## src/rtl/cstm_pkg.sv

```systemverilog
package cstm_pkg;
    typedef enum logic [1:0] {
        ST_IDLE     = 2'd0,
        ST_WAIT_REF = 2'd1,
        ST_RUN      = 2'd2,
        ST_DONE     = 2'd3
    } cs_state_e;
endpackage

```

## src/rtl/cs_timing_regs.sv

```systemverilog
module cs_timing_regs #(
    parameter int OFS_W      = 4,
    parameter int REG_W      = 32,
    parameter bit PPORT_MODE = 1'b0
) (
    input  logic             clk,
    input  logic             rst_n,
    input  logic             cfg_we,
    input  logic [REG_W-1:0] cfg_wdata,
    output logic [OFS_W-1:0] rd_on,
    output logic [OFS_W-1:0] rd_off,
    output logic [OFS_W-1:0] wr_on,
    output logic [OFS_W-1:0] wr_off
);
    localparam int NFIELD = 4;

    function automatic logic [OFS_W-1:0] field_rst(input int idx);
        case (idx)
            1:       return PPORT_MODE ? OFS_W'(2) : OFS_W'(3);
            3:       return OFS_W'(3);
            default: return '0;
        endcase
    endfunction

    logic [OFS_W-1:0] fld [NFIELD];

    for (genvar i = 0; i < NFIELD; i++) begin : g_fld
        always_ff @(posedge clk or negedge rst_n) begin
            if (!rst_n)      fld[i] <= field_rst(i);
            else if (cfg_we) fld[i] <= cfg_wdata[i*OFS_W +: OFS_W];
        end
    end

    assign rd_on  = fld[0];
    assign rd_off = fld[1];
    assign wr_on  = fld[2];
    assign wr_off = fld[3];
endmodule

```

## src/rtl/cs_edge_sel.sv

```systemverilog
module cs_edge_sel #(
    parameter int OFS_W   = 4,
    parameter int CNT_W   = OFS_W + 1,
    parameter int MOTO_ON  = 0,
    parameter int MOTO_OFF = 2
) (
    input  logic             moto_style,
    input  logic             is_write,
    input  logic [OFS_W-1:0] rd_on,
    input  logic [OFS_W-1:0] rd_off,
    input  logic [OFS_W-1:0] wr_on,
    input  logic [OFS_W-1:0] wr_off,
    output logic [CNT_W-1:0] on_ofs,
    output logic [CNT_W-1:0] end_ofs
);
    logic [CNT_W-1:0] a_sel, d_sel;

    always_comb begin
        if (moto_style) begin
            a_sel = CNT_W'(MOTO_ON);
            d_sel = CNT_W'(MOTO_OFF);
        end else if (is_write) begin
            a_sel = CNT_W'(wr_on);
            d_sel = CNT_W'(wr_off);
        end else begin
            a_sel = CNT_W'(rd_on);
            d_sel = CNT_W'(rd_off);
        end
        on_ofs  = a_sel;
        end_ofs = (d_sel > a_sel) ? d_sel : a_sel + CNT_W'(1);
    end
endmodule

```

## src/rtl/cs_seq_fsm.sv

```systemverilog
module cs_seq_fsm
    import cstm_pkg::*;
#(
    parameter int CNT_W = 5
) (
    input  logic             clk,
    input  logic             rst_n,
    input  logic             init_rdy,
    input  logic [CNT_W-1:0] on_ofs,
    input  logic [CNT_W-1:0] end_ofs,
    output logic             accept,
    output logic             strobe,
    output logic             done,
    output cs_state_e        state
);
    cs_state_e        nxt;
    logic [CNT_W-1:0] cnt, on_q, end_q;

    always_ff @(posedge clk or negedge rst_n) begin
        if (!rst_n) begin
            state <= ST_IDLE;
            cnt   <= '0;
            on_q  <= '0;
            end_q <= '0;
        end else begin
            state <= nxt;
            if (accept) begin
                on_q  <= on_ofs;
                end_q <= end_ofs;
            end
            if (state == ST_RUN) cnt <= cnt + CNT_W'(1);
            else                 cnt <= '0;
        end
    end

    always_comb begin
        nxt = state;
        unique case (state)
            ST_IDLE:     if (init_rdy) nxt = ST_WAIT_REF;
            ST_WAIT_REF: nxt = ST_RUN;
            ST_RUN:      if (cnt == end_q) nxt = ST_DONE;
            ST_DONE:     nxt = ST_IDLE;
        endcase
    end

    always_comb begin
        accept = (state == ST_IDLE) && init_rdy;
        strobe = (state == ST_RUN) && (cnt >= on_q) && (cnt < end_q);
        done   = (state == ST_DONE);
    end
endmodule

```

## src/rtl/cs_timer_top.sv

```systemverilog
module cs_timer_top
    import cstm_pkg::*;
#(
    parameter int NUM_CS     = 4,
    parameter int OFS_W      = 4,
    parameter int REG_W      = 32,
    parameter bit PPORT_MODE = 1'b0,
    parameter int MOTO_ON    = 0,
    parameter int MOTO_OFF   = 2,
    localparam int IDX_W     = $clog2(NUM_CS),
    localparam int CNT_W     = OFS_W + 1
) (
    input  logic              clk,
    input  logic              rst_n,
    input  logic              init_rdy,
    input  logic              is_write,
    input  logic [IDX_W-1:0]  cs_idx,
    input  logic              moto_style,
    input  logic              cfg_we,
    input  logic [REG_W-1:0]  cfg_wdata,
    output logic [NUM_CS-1:0] cs_n,
    output logic              xfer_done
);
    logic [OFS_W-1:0] rd_on, rd_off, wr_on, wr_off;
    logic [CNT_W-1:0] on_ofs, end_ofs;
    logic             accept, strobe;
    logic [IDX_W-1:0] idx_q;
    cs_state_e        state;

    cs_timing_regs #(.OFS_W(OFS_W), .REG_W(REG_W), .PPORT_MODE(PPORT_MODE)) u_regs (
        .clk(clk), .rst_n(rst_n), .cfg_we(cfg_we), .cfg_wdata(cfg_wdata),
        .rd_on(rd_on), .rd_off(rd_off), .wr_on(wr_on), .wr_off(wr_off)
    );

    cs_edge_sel #(.OFS_W(OFS_W), .CNT_W(CNT_W), .MOTO_ON(MOTO_ON), .MOTO_OFF(MOTO_OFF)) u_sel (
        .moto_style(moto_style), .is_write(is_write),
        .rd_on(rd_on), .rd_off(rd_off), .wr_on(wr_on), .wr_off(wr_off),
        .on_ofs(on_ofs), .end_ofs(end_ofs)
    );

    cs_seq_fsm #(.CNT_W(CNT_W)) u_fsm (
        .clk(clk), .rst_n(rst_n), .init_rdy(init_rdy),
        .on_ofs(on_ofs), .end_ofs(end_ofs),
        .accept(accept), .strobe(strobe), .done(xfer_done), .state(state)
    );

    always_ff @(posedge clk or negedge rst_n) begin
        if (!rst_n)      idx_q <= '0;
        else if (accept) idx_q <= cs_idx;
    end

    for (genvar i = 0; i < NUM_CS; i++) begin : g_cs
        assign cs_n[i] = !(strobe && (idx_q == IDX_W'(i)));
    end
endmodule

```

## config.mk

```make
export PLATFORM = sky130hd
export DESIGN_NAME = cs_timer_top
export DESIGN_NICKNAME = d
export VERILOG_FILES = /design/src/rtl/cstm_pkg.sv /design/src/rtl/cs_timing_regs.sv /design/src/rtl/cs_edge_sel.sv /design/src/rtl/cs_seq_fsm.sv /design/src/rtl/cs_timer_top.sv
export SDC_FILE = /design/constraint.sdc
export NUM_CORES = 1
export LEC_CHECK = 0
export BUFFER_PORTS_ARGS = -buffer_cell sky130_fd_sc_hd__buf_2
export CORE_ASPECT_RATIO = 0.5
export CORE_MARGIN = 10
export CORE_UTILIZATION = 30
export DETAILED_ROUTE_END_ITERATION = 6
export MAX_ROUTING_LAYER = met4
export PLACE_DENSITY = 0.52
export SYNTH_ARGS = -nofsm -noshare
export SYNTH_HDL_FRONTEND = slang
export SYNTH_SLANG_ARGS = --single-unit
```

## constraint.sdc

```tcl
create_clock -name clk -period 5.2 [get_ports clk]
set_input_delay 0.26 -clock clk [delete_from_list [all_inputs] [get_ports clk]]
set_output_delay 0.26 -clock clk [all_outputs]
set_load 0.005 [all_outputs]
```

==> flow_summary_export.csv, run 1 <==
group,metric,value,unit
status,status,"finished, final reports clean",
synth,synth_top_area_share,36.67,%
min_path,hp-class,"input pin to async pin",
cts,cts_setup_buffers,0,
synth,synth_edf_count,0,
worst_setup_path,startpoint,"u_fsm.cnt[0]$_DFF_PN0_",
synth,ys_types,43,
cts,postCtsHoldBufs,0,
sta,fin_crit,2.339,ns
worst_setup_path,endpoint,"cs_n[1]",
cts,h-tree-depth,2,
placed_design,dp_hpwl,3088,um
sta,hold_violations,0,
cts,path_clk_slew,0.05,ns
global_route,antenna_found_initial,0,
global_route,gr-total-overflow,0,
pwr,power_density,416.9,nW/um2
finish,final_nets,268,
sta,skew,0.003190,ns
synth,postSynthAreaPerCell,11.25,um2
synth,synth.largest_area_cell,"dfrtp_1",
worst_setup_path,cp-end-kind,"output port",
synth,ys_top_cells_by_area,"dfrtp_1 (37%), mux2_2 (11%), ha_1 (10%)",
die,coreArea,6648,um2
cts,cts_resized,0,
cts,cts_tree,"built",
synth,syn_nets,239,
detailed_routing,ant_nets,0,
placed_design,port_buffers,28,
finish,multiInputGateArea,1086,um2
cts,clk_latency,0.28,ns
pwr,combPwrFrac,32.8,%
cts,cts.sinks,34,
detailed_routing,totalWireLength,4027,um
detailed_routing,viasPerCell,4.523,
synth,ys_seq_area_share,41.81,%
detailed_routing,num_vias,1375,
synth,synthArstFlopShare,100.0,%
worst_setup_path,r2r_cells,8,
worst_setup_path,cp_data_required_time,4.94,ns
synth,ys_ff_latch,34,
worst_setup_path,setup.worst_path.class,"flop to output port",
finish,seqCellArea,855.8,um2
detailed_routing,drt_iter0_drc,39,
finish,syn2layout_area_growth,17.30,%
die,initial_utilization,30.79,%
pwr,swShare,32.42,%
synth,ys_warn_count,0,
detailed_routing,highest_layer,"met4",
die,num_rows,21,
detailed_routing,first_pass_iters,2,
pwr,leakage,1.112,nW
die,die_h,78.41,um
sta,relSlewSlack,48.60,%
pwr,p_int,0.0006766,W
worst_setup_path,arrival,2.08,ns
sta,rsz0062_at_grt,"no",
detailed_routing,drc,0,
die,design.die.area,10730,um2
cts,cts-root-buf,"clkbuf_16",
detailed_routing,wl_met1,1983,um
synth,syn_area,2047,um2
sta,setup_violations,0,
synth,synth_ff_type,"dfrtp_1",
cts,cts_max_path_buffers,2,
detailed_routing,post_drt_wl_per_cell,13.25,um
synth,syn-instance-count,182,
finish,drive_gt1_share,32.08,%
global_route,grt_max_degree,35,
worst_setup_path,worstPathMaxFanout,4,
finish,diodes,0,
pwr,switchingPower,0.0003245,W
sta,final_max_slew_viol_count,0,
sta,tightest_slew,0.7711,ns
worst_setup_path,r2r_slack,3.03,ns
sta,whs,0.05928,ns
die,ios,45,
cts,cts_buffers,5,
detailed_routing,wl_met3,90,um
worst_setup_path,crit-reg2reg-launch,"u_regs.wr_on[2]$_DFFE_PN0P_",
detailed_routing,wl_met2,1893,um
worst_setup_path,cp-start-kind,"flop",
placed_design,dpl_worst_slack,2.717,ns
pwr,clock_power_share,29.8,%
global_route,grt_pass1_wl,7003,um
sta,fmax,427.6,MHz
pwr,ir_worst_vdd,0.0001461,V
sta,fin_setup_tns,0,ns
finish,fillers,674,
worst_setup_path,r2r-end,"u_fsm.end_q[4]$_DFFE_PN0P_",
die,die_x,136.8,um
pwr,power_frac_seq,37.4,%
pwr,p_total,0.001001,W
sta,worst_slack,2.861,ns
job,cap_violations,0,
placed_design,place_congestion,0.7651,
global_route,grt_pass1_vias,1494,
global_route,track_usage,8.276,%
sta,min_period_over_period,44.98,%
[Yosys cell counts (2+ instances only)]
master	count
a32oi_1	2
o21ai_1	3
dfstp_2	4
mux2i_1	6
nand2_1	9
inv_1	15
clkbuf_1	3
buf_6	2
a21oi_1	3
nor2b_1	4
and2_1	4
nand3_1	6
mux2i_2	2
nand4b_1	2
o21ai_0	4
mux2_2	20
nor2_1	11
nand2b_1	2
nand4_1	2
xnor2_1	5
xor2_1	2
ha_1	17
a21o_1	5
dfrtp_1	30
[critical path: stages (launching register included)]
cell and delay, ns:
dfrtp_1 0.39, inv_1 0.09, ha_1 0.26, nand2b_1 0.14, a21o_1 0.18, a21o_1 0.19
a211o_1 0.34, nand4b_1 0.11, buf_2 0.12
[sequential cells by signal (all words and copies together) (netlist names), 4 cells and up]
signal and cells:
u_fsm.cnt 5, u_fsm.end_q 5, u_fsm.on_q 4, u_regs.rd_off 4
u_regs.rd_on 4, u_regs.wr_off 4, u_regs.wr_on 4
[layout make-up]
| class | instances | area share [%] |
|---|---|---|
| Clock inverter | 1 | 0.2084 |
| Clock buffer | 7 | 5.941 |
| Sequential cell | 34 | 35.64 |
| Timing Repair Buffer | 28 | 5.836 |
| Inverter | 15 | 2.345 |
| Tap cell | 92 | 4.794 |
| Multi-Input combinational cell | 127 | 45.23 |
[metrics by stage]
stage / instances / instance area (um2) / util, %
2_1_floorplan: 182 / 2047 / -
3_3_place_gp: 296 / 2253 / 33.90
3_5_place_dp: 296 / 2253 / 33.90
4_1_cts: 304 / 2401 / 36.12
5_1_grt: 304 / 2401 / 36.12
6_report: 304 / 2401 / 36.12
[cell usage in the layout, fill, tap and decap left out, types with 2 or more instances in the layout]
cell type  instances
nand3_1            6
mux2_2            20
buf_2             28
a32oi_1            2
nand2b_1           2
nand2_1            9
dfstp_2            4
a21o_1             5
xor2_1             2
a21oi_1            3
o21ai_1            3
inv_1             15
mux2i_1            6
and2_1             4
xnor2_1            5
nand4b_1           2
dfrtp_1           30
o21ai_0            4
nor2_1            11
clkbuf_16          5
ha_1              17
nor2b_1            4
nand4_1            2
mux2i_2            2
[worst min path at each step]
stage | start | endpoint | slack [ns] | cells after the start
2_1_floorplan | rst_n | idx_q[0]$_DFFE_PN0P_ | -0.04 | 0
3_3_place_gp | rst_n | u_fsm.cnt[4]$_DFF_PN0_ | 0.38 | 1
3_5_place_dp | rst_n | u_fsm.cnt[2]$_DFF_PN0_ | 0.39 | 1
4_1_cts | rst_n | u_fsm.cnt[2]$_DFF_PN0_ | 0.1 | 1
5_1_grt | rst_n | u_fsm.end_q[3]$_DFFE_PN0P_ | 0.14 | 1
6_report | rst_n | u_fsm.cnt[3]$_DFF_PN0_ | 0.06 | 1
[logic make-up (layout without fill, tap and decap cells)]
group,count (synthesis),after routing,share of synthesized area (%)
multiplexers,28,28,15.28
buffers and inverters,21,51,5.134
XOR/XNOR,7,7,2.995
adder cells (fa/ha/maj),17,17,10.39
AND/OR/NAND/NOR,46,46,13.20
AO/OA/AOI/OAI,29,29,11.19
flip-flops,34,34,41.81
[power by group through the flow]
stage | clock network (W) | logic [W] | registers, W
3_3_place_gp | 0 | 0.000322 | 0.000377
5_1_grt | 0.000315 | 0.000378 | 0.000384
2_1_floorplan | 0 | 0.000260 | 0.000366
3_5_place_dp | 0 | 0.000329 | 0.000380
4_1_cts | 0.000306 | 0.000332 | 0.000376
6_report | 0.000298 | 0.000328 | 0.000375
[layer usage]
layer  vias to the layer above  track usage [%]
met1                       656            10.21
met4                         0            3.138
met2                        14            12.39
met5                         -                -
li1                        701                -
met3                         4            2.668
(Power assumes the default switching activity.)
==> inputs of run 2 (changes only) <==
==> constraint.sdc (replaced) <==
create_clock -name clk -period 2.2 [get_ports clk]
set_input_delay 0.11 -clock clk [delete_from_list [all_inputs] [get_ports clk]]
set_output_delay 0.11 -clock clk [all_outputs]
set_load 0.005 [all_outputs]
==> flow_summary_export.csv, run 2 (synthesis results as in run 1) <==
group,metric,value,unit
global_route,grt_max_degree,35,
cts,path_clk_slew,0.05,ns
die,ios,45,
sta,rsz0062_at_grt,"no",
sta,fin_crit,2.098,ns
worst_setup_path,cp-start-kind,"flop",
sta,skew,0.003729,ns
job,cap_violations,0,
sta,setup_violations,0,
sta,min_period_over_period,95.34,%
detailed_routing,ant_nets,0,
worst_setup_path,worstPathMaxFanout,6,
pwr,leakage,1.184,nW
die,die_h,78.41,um
finish,final_nets,285,
finish,drive_gt1_share,36.24,%
finish,diodes,0,
sta,hold_violations,0,
die,coreArea,6648,um2
global_route,antenna_found_initial,0,
detailed_routing,drc,0,
global_route,grt_pass1_vias,1563,
die,die_x,136.8,um
worst_setup_path,r2r_slack,0.10,ns
sta,final_max_slew_viol_count,0,
finish,layout_common_cells,"dfrtp_1 (30), buf_2 (28), mux2_2 (20)",
finish,final_common_cell,"dfrtp_1",
detailed_routing,num_vias,1473,
sta,tightest_slew,0.7614,ns
detailed_routing,totalWireLength,4140,um
cts,h-tree-depth,2,
placed_design,dp_hpwl,3258,um
finish,syn2layout_area_growth,23.11,%
global_route,track_usage,8.743,%
cts,clk_latency,0.28,ns
detailed_routing,viasPerCell,4.589,
sta,worst_slack,0.1025,ns
sta,fin_setup_tns,0,ns
cts,cts_tree,"built",
detailed_routing,post_drt_wl_per_cell,12.90,um
placed_design,port_buffers,28,
detailed_routing,first_pass_iters,4,
global_route,gr-total-overflow,0,
cts,cts.sinks,34,
min_path,hp-class,"input pin to flop",
die,initial_utilization,30.79,%
status,status,"finished, final reports clean",
finish,fin_cells,321,
die,num_rows,21,
pwr,power_density,948.4,nW/um2
placed_design,dp.cells,311,
placed_design,place_congestion,0.7427,
sta,relSlewSlack,49.24,%
worst_setup_path,arrival,2.26,ns
worst_setup_path,cp-end-kind,"flop",
global_route,grt_pass1_wl,7486,um
worst_setup_path,cp_data_required_time,2.36,ns
pwr,ir_worst_vdd,0.0002996,V
placed_design,dpl_worst_slack,0.03346,ns
cts,cts_buffers,5,
die,design.die.area,10730,um2
cts,cts-root-buf,"clkbuf_16",
finish,top_regs,"u_fsm.cnt (5), u_fsm.end_q (5)",
cts,cts_max_path_buffers,2,
detailed_routing,drt_iter0_drc,61,
worst_setup_path,setup.worst_path.class,"flop to flop",
sta,fmax,476.7,MHz
run 2: cell type report:
class / instances / area (um2)
clock buffer: 8 / 136.4
fill: 682 / 4128
inverter: 15 / 56.30
multi-input combinational: 127 / 1086
sequential: 34 / 855.8
tap: 92 / 115.1
timing repair buffer: 45 / 270.3
run 2: where the power goes:
| part | internal, W | switching (W) |
|---|---|---|
| sequential | 0.000777 | 0.000108 |
| clock | 0.000421 | 0.000247 |
| combinational | 0.000426 | 0.000412 |
run 2: path summary, 6_finish.rpt:
| check | start | end | depth (start not counted) |
|---|---|---|---|
| worst max-delay path | u_regs.wr_off[0]$_DFFE_PN1P_ | u_fsm.end_q[4]$_DFFE_PN0P_ | 9 |
| worst min-delay path | cfg_wdata[8] | u_regs.wr_on[0]$_DFFE_PN0P_ | 2 |
| worst max register to register | u_regs.wr_off[0]$_DFFE_PN1P_ | u_fsm.end_q[4]$_DFFE_PN0P_ | 9 |
| worst min register to register | u_fsm.on_q[3]$_DFFE_PN0P_ | u_fsm.on_q[3]$_DFFE_PN0P_ | 1 |
| max in group asynchronous | rst_n | u_regs.wr_on[0]$_DFFE_PN0P_ | 2 |
| min in group asynchronous | rst_n | u_fsm.cnt[4]$_DFF_PN0_ | 2 |
run 2: repair_timing:
action / 4_1_cts / 5_1_grt
endpoints found under the setup margin: 0 / 4
resized for setup: 0 / 1
endpoints found under the hold margin: 30 / 0
setup buffers: 0 / 1
hold buffers: 1 / 0
run 2: metrics by stage:
| step | utilization [%] | power, W | hold WS [ns] | area, um2 |
|---|---|---|---|---|
| after global routing | 37.91 | 0.002608 | 0.05479 | 2520 |
| after floorplan | - | 0.001480 | -0.1856 | 2047 |
| after detailed placement | 35.59 | 0.001727 | 0.2393 | 2366 |
| after CTS | 37.79 | 0.002413 | 0.05986 | 2512 |
| final | 37.91 | 0.002390 | 0.06275 | 2520 |
| after global placement | 35.59 | 0.001701 | 0.2226 | 2366 |
run 2: critical path, cell delays in order, from the launching register on:
cell and delay [ns]:
dfstp_2 0.53, mux2_2 0.16, nand2_1 0.07, ha_1 0.28
nand2b_1 0.14, a21boi_0 0.21, a221oi_2 0.05, buf_4 0.17
and2_4 0.17, a32o_1 0.21
run 2: layer usage:
layer	routed length (um)	GRT usage (%)	up-vias
met3	110	2.224	9
met5	0	-	-
met4	80	3.766	0
met1	2017	10.88	716
li1	-	-	732
met2	1931	13.21	16
